## src/rtl/ctl_i2c_pkg.sv

```systemverilog
package ctl_i2c_pkg;

  localparam int NREG      = 3;
  localparam int DW        = 8;
  localparam int IDXW      = $clog2(NREG);
  localparam logic [5:0] DEV_ADDR_HI = 6'b101101;
  localparam logic [7:0] ID_SUBADDR  = 8'hFE;
  localparam logic [7:0] ID_CODE     = 8'h80;

  typedef enum logic [3:0] {
    ST_IDLE, ST_ADDR, ST_ACK_A, ST_SUB, ST_ACK_S,
    ST_DATA, ST_ACK_D, ST_TX, ST_RACK
  } eng_state_e;

  function automatic logic [DW-1:0] reg_default(input int idx);
    case (idx)
      0:       return 8'hC0;
      1:       return 8'h06;
      default: return 8'h3B;
    endcase
  endfunction

  function automatic logic [DW-1:0] reg_mask(input int idx);
    return (idx == 2) ? 8'h3F : 8'hFF;
  endfunction

endpackage

```

## src/rtl/ctl_i2c_sync.sv

```systemverilog
module ctl_i2c_sync #(
  parameter int STAGES = 2
) (
  input  logic clk,
  input  logic rst_n,
  input  logic scl_i,
  input  logic sda_i,
  output logic scl_s,
  output logic sda_s,
  output logic scl_rise,
  output logic scl_fall,
  output logic start_ev,
  output logic stop_ev
);
  logic [1:0] line_in;
  logic [1:0] line_s;
  logic [1:0] line_p;

  assign line_in = {sda_i, scl_i};

  generate
    for (genvar g = 0; g < 2; g++) begin : g_line
      logic [STAGES-1:0] chain;
      always_ff @(posedge clk or negedge rst_n) begin
        if (!rst_n) begin
          chain     <= '1;
          line_p[g] <= 1'b1;
        end else begin
          chain     <= {chain[STAGES-2:0], line_in[g]};
          line_p[g] <= chain[STAGES-1];
        end
      end
      assign line_s[g] = chain[STAGES-1];
    end
  endgenerate

  assign scl_s    = line_s[0];
  assign sda_s    = line_s[1];
  assign scl_rise = line_s[0] & ~line_p[0];
  assign scl_fall = ~line_s[0] & line_p[0];
  assign start_ev = line_s[0] & line_p[0] & line_p[1] & ~line_s[1];
  assign stop_ev  = line_s[0] & line_p[0] & ~line_p[1] & line_s[1];
endmodule

```

## src/rtl/ctl_i2c_engine.sv

```systemverilog
module ctl_i2c_engine
  import ctl_i2c_pkg::*;
(
  input  logic            clk,
  input  logic            rst_n,
  input  logic            sda_s,
  input  logic            scl_rise,
  input  logic            scl_fall,
  input  logic            start_ev,
  input  logic            stop_ev,
  input  logic            adr_sel,
  input  logic [DW-1:0]   status_byte,
  output logic            sda_pd,
  output logic            wr_en,
  output logic [IDXW-1:0] wr_idx,
  output logic [DW-1:0]   wr_data,
  output logic            por_clr,
  output logic            active
);
  eng_state_e    st;
  logic [DW-1:0] sh;
  logic [3:0]    cnt;
  logic          rw_q;
  logic          tx_stat;
  logic          mack;
  logic          id_sel;
  logic [DW-1:0] ptr;
  logic [6:0]    my_addr;
  logic [DW-1:0] tx_byte;

  assign my_addr = {DEV_ADDR_HI, adr_sel};
  assign tx_byte = id_sel ? ID_CODE : status_byte;
  assign active  = (st != ST_IDLE);

  always_ff @(posedge clk or negedge rst_n) begin
    if (!rst_n) begin
      st      <= ST_IDLE;
      sh      <= '0;
      cnt     <= '0;
      rw_q    <= 1'b0;
      tx_stat <= 1'b0;
      mack    <= 1'b0;
      id_sel  <= 1'b0;
      ptr     <= '0;
      sda_pd  <= 1'b0;
      wr_en   <= 1'b0;
      wr_idx  <= '0;
      wr_data <= '0;
      por_clr <= 1'b0;
    end else begin
      wr_en   <= 1'b0;
      por_clr <= 1'b0;
      if (start_ev) begin
        st     <= ST_ADDR;
        cnt    <= '0;
        sda_pd <= 1'b0;
      end else if (stop_ev) begin
        st     <= ST_IDLE;
        sda_pd <= 1'b0;
      end else begin
        case (st)
          ST_ADDR, ST_SUB, ST_DATA: begin
            if (scl_rise && cnt < 4'd8) begin
              sh  <= {sh[DW-2:0], sda_s};
              cnt <= cnt + 4'd1;
            end else if (scl_fall && cnt == 4'd8) begin
              cnt <= '0;
              if (st == ST_ADDR) begin
                if (sh[7:1] == my_addr) begin
                  sda_pd <= 1'b1;
                  rw_q   <= sh[0];
                  st     <= ST_ACK_A;
                end else begin
                  st <= ST_IDLE;
                end
              end else begin
                sda_pd <= 1'b1;
                st     <= (st == ST_SUB) ? ST_ACK_S : ST_ACK_D;
              end
            end
          end
          ST_ACK_A: begin
            if (scl_fall) begin
              cnt <= '0;
              if (rw_q) begin
                sh      <= tx_byte;
                tx_stat <= ~id_sel;
                sda_pd  <= ~tx_byte[7];
                st      <= ST_TX;
              end else begin
                sda_pd <= 1'b0;
                st     <= ST_SUB;
              end
            end
          end
          ST_ACK_S: begin
            if (scl_fall) begin
              sda_pd <= 1'b0;
              ptr    <= sh;
              id_sel <= (sh == ID_SUBADDR);
              st     <= ST_DATA;
            end
          end
          ST_ACK_D: begin
            if (scl_fall) begin
              sda_pd <= 1'b0;
              if (ptr < DW'(NREG)) begin
                wr_en   <= 1'b1;
                wr_idx  <= ptr[IDXW-1:0];
                wr_data <= sh;
                ptr     <= (ptr == DW'(NREG - 1)) ? '0 : ptr + 1'b1;
              end
              st <= ST_DATA;
            end
          end
          ST_TX: begin
            if (scl_fall) begin
              if (cnt == 4'd7) begin
                sda_pd <= 1'b0;
                st     <= ST_RACK;
              end else begin
                sda_pd <= ~sh[DW-2];
                sh     <= {sh[DW-2:0], 1'b0};
                cnt    <= cnt + 4'd1;
              end
            end
          end
          ST_RACK: begin
            if (scl_rise) begin
              mack    <= ~sda_s;
              por_clr <= tx_stat;
            end else if (scl_fall) begin
              cnt <= '0;
              if (mack) begin
                sh      <= tx_byte;
                tx_stat <= ~id_sel;
                sda_pd  <= ~tx_byte[7];
                st      <= ST_TX;
              end else begin
                st <= ST_IDLE;
              end
            end
          end
          default: st <= ST_IDLE;
        endcase
      end
    end
  end
endmodule

```

## src/rtl/ctl_i2c_regbank.sv

```systemverilog
module ctl_i2c_regbank
  import ctl_i2c_pkg::*;
(
  input  logic                     clk,
  input  logic                     rst_n,
  input  logic                     wr_en,
  input  logic [IDXW-1:0]          wr_idx,
  input  logic [DW-1:0]            wr_data,
  output logic [NREG-1:0][DW-1:0]  regs_q
);
  generate
    for (genvar g = 0; g < NREG; g++) begin : g_reg
      always_ff @(posedge clk or negedge rst_n) begin
        if (!rst_n) begin
          regs_q[g] <= reg_default(g);
        end else if (wr_en && wr_idx == IDXW'(g)) begin
          regs_q[g] <= wr_data & reg_mask(g);
        end
      end
    end
  endgenerate
endmodule

```

## src/rtl/ctl_i2c_regfile.sv

```systemverilog
module ctl_i2c_regfile
  import ctl_i2c_pkg::*;
(
  input  logic          clk,
  input  logic          rst_n,
  input  logic          scl_i,
  input  logic          sda_i,
  input  logic          adr_sel_i,
  input  logic [6:0]    stat_i,
  output logic          sda_pd_o,
  output logic [DW-1:0] sw_reg_o,
  output logic [DW-1:0] adj_reg_o,
  output logic [DW-1:0] port_reg_o
);
  logic scl_s, sda_s, scl_rise, scl_fall, start_ev, stop_ev;
  logic wr_en, por_clr, eng_active, por_q;
  logic [IDXW-1:0]         wr_idx;
  logic [DW-1:0]           wr_data;
  logic [NREG-1:0][DW-1:0] regs_q;

  ctl_i2c_sync #(.STAGES(2)) u_sync (
    .clk(clk), .rst_n(rst_n), .scl_i(scl_i), .sda_i(sda_i),
    .scl_s(scl_s), .sda_s(sda_s), .scl_rise(scl_rise), .scl_fall(scl_fall),
    .start_ev(start_ev), .stop_ev(stop_ev)
  );

  ctl_i2c_engine u_eng (
    .clk(clk), .rst_n(rst_n), .sda_s(sda_s), .scl_rise(scl_rise),
    .scl_fall(scl_fall), .start_ev(start_ev), .stop_ev(stop_ev),
    .adr_sel(adr_sel_i), .status_byte({por_q, stat_i}), .sda_pd(sda_pd_o),
    .wr_en(wr_en), .wr_idx(wr_idx), .wr_data(wr_data), .por_clr(por_clr),
    .active(eng_active)
  );

  ctl_i2c_regbank u_bank (
    .clk(clk), .rst_n(rst_n), .wr_en(wr_en), .wr_idx(wr_idx),
    .wr_data(wr_data), .regs_q(regs_q)
  );

  always_ff @(posedge clk or negedge rst_n) begin
    if (!rst_n)       por_q <= 1'b1;
    else if (por_clr) por_q <= 1'b0;
  end

  assign sw_reg_o   = regs_q[0];
  assign adj_reg_o  = regs_q[1];
  assign port_reg_o = regs_q[2];
endmodule

```

## config.mk

```make
export PLATFORM = sky130hd
export DESIGN_NAME = ctl_i2c_regfile
export DESIGN_NICKNAME = d
export VERILOG_FILES = /design/src/rtl/ctl_i2c_pkg.sv /design/src/rtl/ctl_i2c_sync.sv /design/src/rtl/ctl_i2c_engine.sv /design/src/rtl/ctl_i2c_regbank.sv /design/src/rtl/ctl_i2c_regfile.sv
export SDC_FILE = /design/constraint.sdc
export NUM_CORES = 1
export LEC_CHECK = 0
export CAP_MARGIN = 20
export CORE_MARGIN = 2
export CORE_UTILIZATION = 30
export CTS_BUF_LIST = sky130_fd_sc_hd__clkbuf_16
export DETAILED_ROUTE_END_ITERATION = 10
export GPL_TIMING_DRIVEN = 0
export PLACE_DENSITY = 0.53
export SLEW_MARGIN = 10
export SYNTH_ARGS = -nofsm -noshare
export SYNTH_HDL_FRONTEND = slang
export SYNTH_SLANG_ARGS = --single-unit
```

## constraint.sdc

```tcl
create_clock -name clk -period 4.9 [get_ports clk]
set_clock_uncertainty 0.05 [all_clocks]
set_input_delay 0.49 -clock clk [delete_from_list [all_inputs] [get_ports clk]]
set_output_delay 0.49 -clock clk [all_outputs]
set_load 0.02 [all_outputs]
```

* After elaboration in Yosys (flattened, before gate mapping)
Index checks and enable logic that the tools add are counted.
Storage, ports and cells: output and inout port bits 25, register bits 70, bits of input ports 12, word-level logic and storage cells 176
Operators by class: magnitude comparators 2, multiplexer cells 70, reduce and logical (&&, ||, !) cells 23, bitwise logic cells 17, add/sub/neg operators 2, equal/unequal tests 41
Operator list (count):
- $mux 8 | 13
- $mux 4 | 19
- $pmux 8 s4 | 1
- $mux 1 | 28
- $ne 4x3->1 const B | 6
- $eq 4x3->1 const B | 5
- $pmux 4 s5 | 1
- $ne 2x1->1 const B | 9
- $pmux 4 s4 | 1
- $pmux 8 s2 | 1
- $reduce_and 8->1 | 2
- $reduce_and 6->1 | 2
- $reduce_and 11->1 | 1
- $not 1->1 | 10
- $reduce_and 10->1 | 1
- $add 8x1->8 const B | 1
- $eq 4x2->1 const B | 2
- $eq 4x4->1 const B | 2
- $eq 8x2->1 const B | 1
- $eq 8x8->1 const B | 1
- $lt 8x2->1 const B | 1
- $ne 4x4->1 const B | 2
- $reduce_and 4->1 | 2
- $and 1x1->1 | 7
- other kinds (26) | 36

* Depth between registers and ports, before layout
word-level depth 8, mapped depth 8, depth with buffers taken out 7

* Cells and area by module
A second synthesis with hierarchy kept.
Unflattened totals: cell total of the unflattened synthesis 309, area total of the unflattened synthesis 3550.9 µm²
By module, submodules not included:
- ctl_i2c_engine | instances 1, cells an instance 247, area an instance 2454.9 µm², sequential area each 1026.0 µm²
- ctl_i2c_regbank | instances 1, cells an instance 50, area an instance 865.8 µm², sequential area each 561.8 µm²
- ctl_i2c_sync | instances 1, cells an instance 10, area an instance 190.2 µm², sequential area each 157.7 µm²
- ctl_i2c_regfile | instances 1, cells an instance 2, area an instance 40.0 µm², sequential area each 26.3 µm²

* Least setup slack after synthesis
OpenSTA, ideal clock, no wires.
path type register to register, start point register u_sync.g_line[0].chain[1], end point register u_eng.sh[0], cell stages (with the launch flop) 7, clock period less this slack 2.011 ns, setup slack 2.889 ns, path buffers 0, setup time 0.125 ns, arrival 1.836 ns, data required time 4.725 ns, cell sequence dfstp_2 > nor3b_2 > a21oi_2 > a22oi_1 > nor2_1 > nor3_4 > mux2_4
Between the ends: word-level cells in the longest chain between the ends 5, elaborated cells between the ends (all ways) 17, those cells by class eq/ne: 5; bitwise: 10; reduce/logical: 2
Ends and longest elaborated chain:
- start, declared | line ctl_i2c_sync.sv:23 | logic [STAGES-1:0] chain;
- start signal, assigned | line ctl_i2c_sync.sv:29 | chain <= {chain[STAGES-2:0], line_in[g]};
- $and 1x1->1 | line ctl_i2c_sync.sv:41, ctl_i2c_sync.sv:42
- $and 1x1->1 (on tied branches) (2 in a row) | line ctl_i2c_sync.sv:42, ctl_i2c_sync.sv:41
- $not 1->1 (no line)
- $reduce_and 11->1 (no line) (*)
- end signal, assigned | line ctl_i2c_engine.sv:64 | sh <= {sh[DW-2:0], sda_s};
- end signal, assigned | line ctl_i2c_engine.sv:86 | sh <= tx_byte;
- end signal, assigned | line ctl_i2c_engine.sv:123 | sh <= {sh[DW-2:0], 1'b0};
- end, declared | line ctl_i2c_engine.sv:21 | logic [DW-1:0] sh;
Mark *: on every way between the ends. The rest lies on a longest branch, timed or not. A chain may end at the register's enable or synchronous reset.

* Final worst setup path
Same ends and word-level chain as after synthesis.

==> flow_metrics.env <==
export IMPL_status="completed"
export IMPL_cts_root_buffer="clkbuf_16"
export IMPL_layout_drive_gt1_share_pct=22.0
export IMPL_core_area_um2=11400
export IMPL_period_minus_slack_ns=2.32
export IMPL_fin_hold_ws_ns=0.0228
export IMPL_worstPathArrival_ns=2.49
export IMPL_antenna_found_initial=0
export IMPL_pwr_share_comb_pct=32.6
export IMPL_finalHoldViolCount=0
export IMPL_rsz0062_at_grt="false"
export IMPL_muxShareOfSynthArea_pct=11.9
export IMPL_cp_slowest_cell="dfstp_2"
export IMPL_cap_violations=0
export IMPL_drt_pass1_iterations=4
export IMPL_grt_max_degree=45
export IMPL_dp_cells=508
export IMPL_initial_utilization_pct=30.7
export IMPL_placed_area_um2=4040
export IMPL_post_route_cell_area_um2=4360
export IMPL_area_delta_synth_final_pct=25.0
export IMPL_yosys_area_share_simple_pct=16.6
export IMPL_peakVddDrop_uv=269
export IMPL_overflow=0
export IMPL_routabilityCongestion=0.850
export IMPL_netlist_area_um2=3490
export IMPL_final_nets=392
export IMPL_ys_flop_type="dfrtp_1"
export IMPL_cp_required_ns=5.07
export IMPL_cts_tree="yes"
export IMPL_synth_most_common_cell="dfrtp_1"
export IMPL_clkSinkCount=70
export IMPL_synthAdderAreaFrac_pct=1.43
export IMPL_power_density_nw_per_um2=529
export IMPL_syn_inst=329
export IMPL_wire_per_inst_um=14.8
export IMPL_critical_path_endpoint_type="register"
export IMPL_htree_levels=3
export IMPL_synth_distinct_cells=61
export IMPL_dieArea_um2=12500
export IMPL_reg2reg_slack_ns=2.58
export IMPL_cts_path_max_buffers=2
export IMPL_layoutNonFillerInstCount=524
export IMPL_cts_resized=0
export IMPL_n_antenna_cell=0
export IMPL_clkPwrFrac_pct=30.4
export IMPL_fin_tns_setup_ns=0
export IMPL_async_flop_share_pct=100
export IMPL_fin_util_pct=38.3
export IMPL_placement_io_buffers=34
export IMPL_dp_hpwl_mm=5.65
export IMPL_hold_path_class="input port to async pin"
export IMPL_max_stage_delay_ns=0.60
export IMPL_cts_clk_slew_worst_paths_ns=0.06
export IMPL_grt_pass1_wl_mm=13.1
export IMPL_track_usage_pct=13.3
export IMPL_tightest_slew_ns=0.714
export IMPL_routed_wl_mm=7.77
export IMPL_synth_top_cell_area_share_pct=38.7
export IMPL_synth_edf_count=0
export IMPL_finalCritPeriodShare_pct=47.4
export IMPL_ys_seq_elements=70
export IMPL_setup_viol=0
export IMPL_hold_buffers=0
export IMPL_power_share_switching_pct=35.2
export IMPL_syn_mean_instance_area_um2=10.6
export IMPL_yosysWarnings=0
export IMPL_dr_total_vias=2610
export IMPL_relSlewSlack_pct=52.2
export IMPL_clk_latency_ns=0.34
export IMPL_drc=0
export IMPL_power_switching_uw=812
export IMPL_cts_buffers=9
export IMPL_postCtsSetupBuffers=0
export IMPL_rows=39
export IMPL_pin_count=37
export IMPL_synth_compound_area_share_pct=14.9
export IMPL_die_h_um=112
export IMPL_path_cells="nor3b_2, a21oi_2, a22oi_1, nor2_1, nor3_4, mux2_4"
export IMPL_clock_fmax_mhz=431
export IMPL_synth_yosys_seq_area_share_pct=50.8
export IMPL_netlist_top_cells_count="dfrtp_1, nand2_1, mux2_2, a21oi_1, o21ai_0"
export IMPL_cp_max_fo=8
export IMPL_synth_top_family_by_area="simple AND/OR/NAND/NOR gates"
export IMPL_via_per_inst=4.98
export IMPL_fp_dieW_um=112
export IMPL_synth_top_area_cell="dfrtp_1"
export IMPL_postRouteAntennaNets=0
export IMPL_start_kind="register"
export IMPL_dr_first_iter_drc_count=125
export IMPL_seq_power_share_pct=37.0
export IMPL_total_leakage_power_uw=0.00188
export IMPL_worstSetupPathType="register to register"
export IMPL_maxSlewViolCount=0
export IMPL_internal_power_uw=1490
export IMPL_yosys_area_share_xor_xnor_pct=0.502
export IMPL_ys_top_cells_by_area="dfrtp_1, dfstp_2, mux2_2, nand2_1, a21oi_1"
export IMPL_grt_pass1_vias=2564
==> worst max-delay path, delay by kind of cell (launching register included) <==
family | cells | cell delay (ns)
and+or+nand+nor | 3 | 0.89
muxes | 1 | 0.34
AOI/OAI and AO/OA | 2 | 0.32
DFF | 1 | 0.60
==> area by class of cell <==
| cell class | instances | area (um2) |
|---|---|---|
| multi-input cells | 231 | 1590 |
| inverters | 15 | 56.3 |
| plain buffers | 14 | 75.1 |
| well taps | 143 | 179 |
| clock buffers | 9 | 225 |
| clock inverters | 7 | 97.6 |
| repair buffers | 35 | 365 |
| flip-flops and latches | 70 | 1770 |
| fillers | 1125 | 7010 |
==> stage by stage <==
step                worst slack, ns  total power (uW)
floorplan                      2.89              1400
global placement              0.877              1600
detailed placement             2.59              1610
CTS                            2.58              2330
global route                   2.44              2470
finish                         2.58              2310
==> worst paths after layout <==
path	from	end	cells past startpoint
worst min-delay path	rst_n	u_bank.regs_q[1]$_DFFE_PN0P_	1
worst max register to register	u_sync.g_line[0].chain[1]$_DFF_PN1_	u_eng.sh[0]$_DFFE_PN0P_	6
max in group asynchronous	rst_n	u_sync.g_line[0].chain[1]$_DFF_PN1_	2
worst min register to register	u_sync.g_line[0].chain[0]$_DFF_PN1_	u_sync.g_line[0].chain[1]$_DFF_PN1_	0
min in group clk	u_sync.g_line[0].chain[0]$_DFF_PN1_	u_sync.g_line[0].chain[1]$_DFF_PN1_	0
worst max-delay path	u_sync.g_line[0].chain[1]$_DFF_PN1_	u_eng.sh[0]$_DFFE_PN0P_	6
==> placed cells by master (no fill, tap or decap), types with 3 or more instances in the layout <==
cell type | synthesis | final
nand3b_1 | 6 | 6
clkbuf_1 | 6 | 6
dfrtp_1 | 54 | 54
a21oi_1 | 24 | 24
a31oi_1 | 3 | 3
nand3_1 | 6 | 6
o21ai_0 | 22 | 22
ha_1 | 4 | 4
mux2_2 | 27 | 27
mux2i_1 | 8 | 8
nand2b_1 | 4 | 4
o22ai_1 | 3 | 3
nand2_1 | 36 | 36
buf_4 | 5 | 6
inv_1 | 15 | 15
nor2_1 | 15 | 15
nor2b_1 | 7 | 7
buf_2 | 3 | 3
clkdlybuf4s50_1 | 0 | 33
a22oi_1 | 3 | 3
nor3_1 | 4 | 4
clkbuf_16 | 0 | 9
nor3b_1 | 8 | 8
dfstp_2 | 16 | 16
==> sequential cells by signal, indices dropped and copies added (netlist names), 2 cells and up <==
register and cells:
u_bank.regs_q 22, u_eng.cnt 4, u_eng.ptr 8, u_eng.sh 8
u_eng.st 4, u_eng.wr_data 8, u_eng.wr_idx 2, u_sync.g_line.chain 4
u_sync.line_p 2
==> cells by family (layout without fill, tap and decap cells) <==
group,count (synthesis),count (layout)
buffers and inverters,29,80
adders and majority gates,4,4
other,1,2
xor gates and xnor gates,2,2
DFF,70,70
and+or+nand+nor,106,106
AOI/OAI and AO/OA,80,80
muxes,37,37
==> metal layers <==
metal	part of all wire [%]	vias up	global-route usage (%)
met1	47	1266	17.0
met3	5.1	10	4.79
met4	1.2	0	3.95
li1	-	1268	-
met2	47	66	21.1
met5	0	-	0
==> power groups by stage <==
stage               clock network [uW]  registers (uW)  logic, uW
floorplan                            0             834        561
global placement                     0             860        742
detailed placement                   0             865        750
CTS                                721             856        755
global route                       748             879        839
finish                             700             854        752
Note: power is estimated with default switching activity, not from simulation.
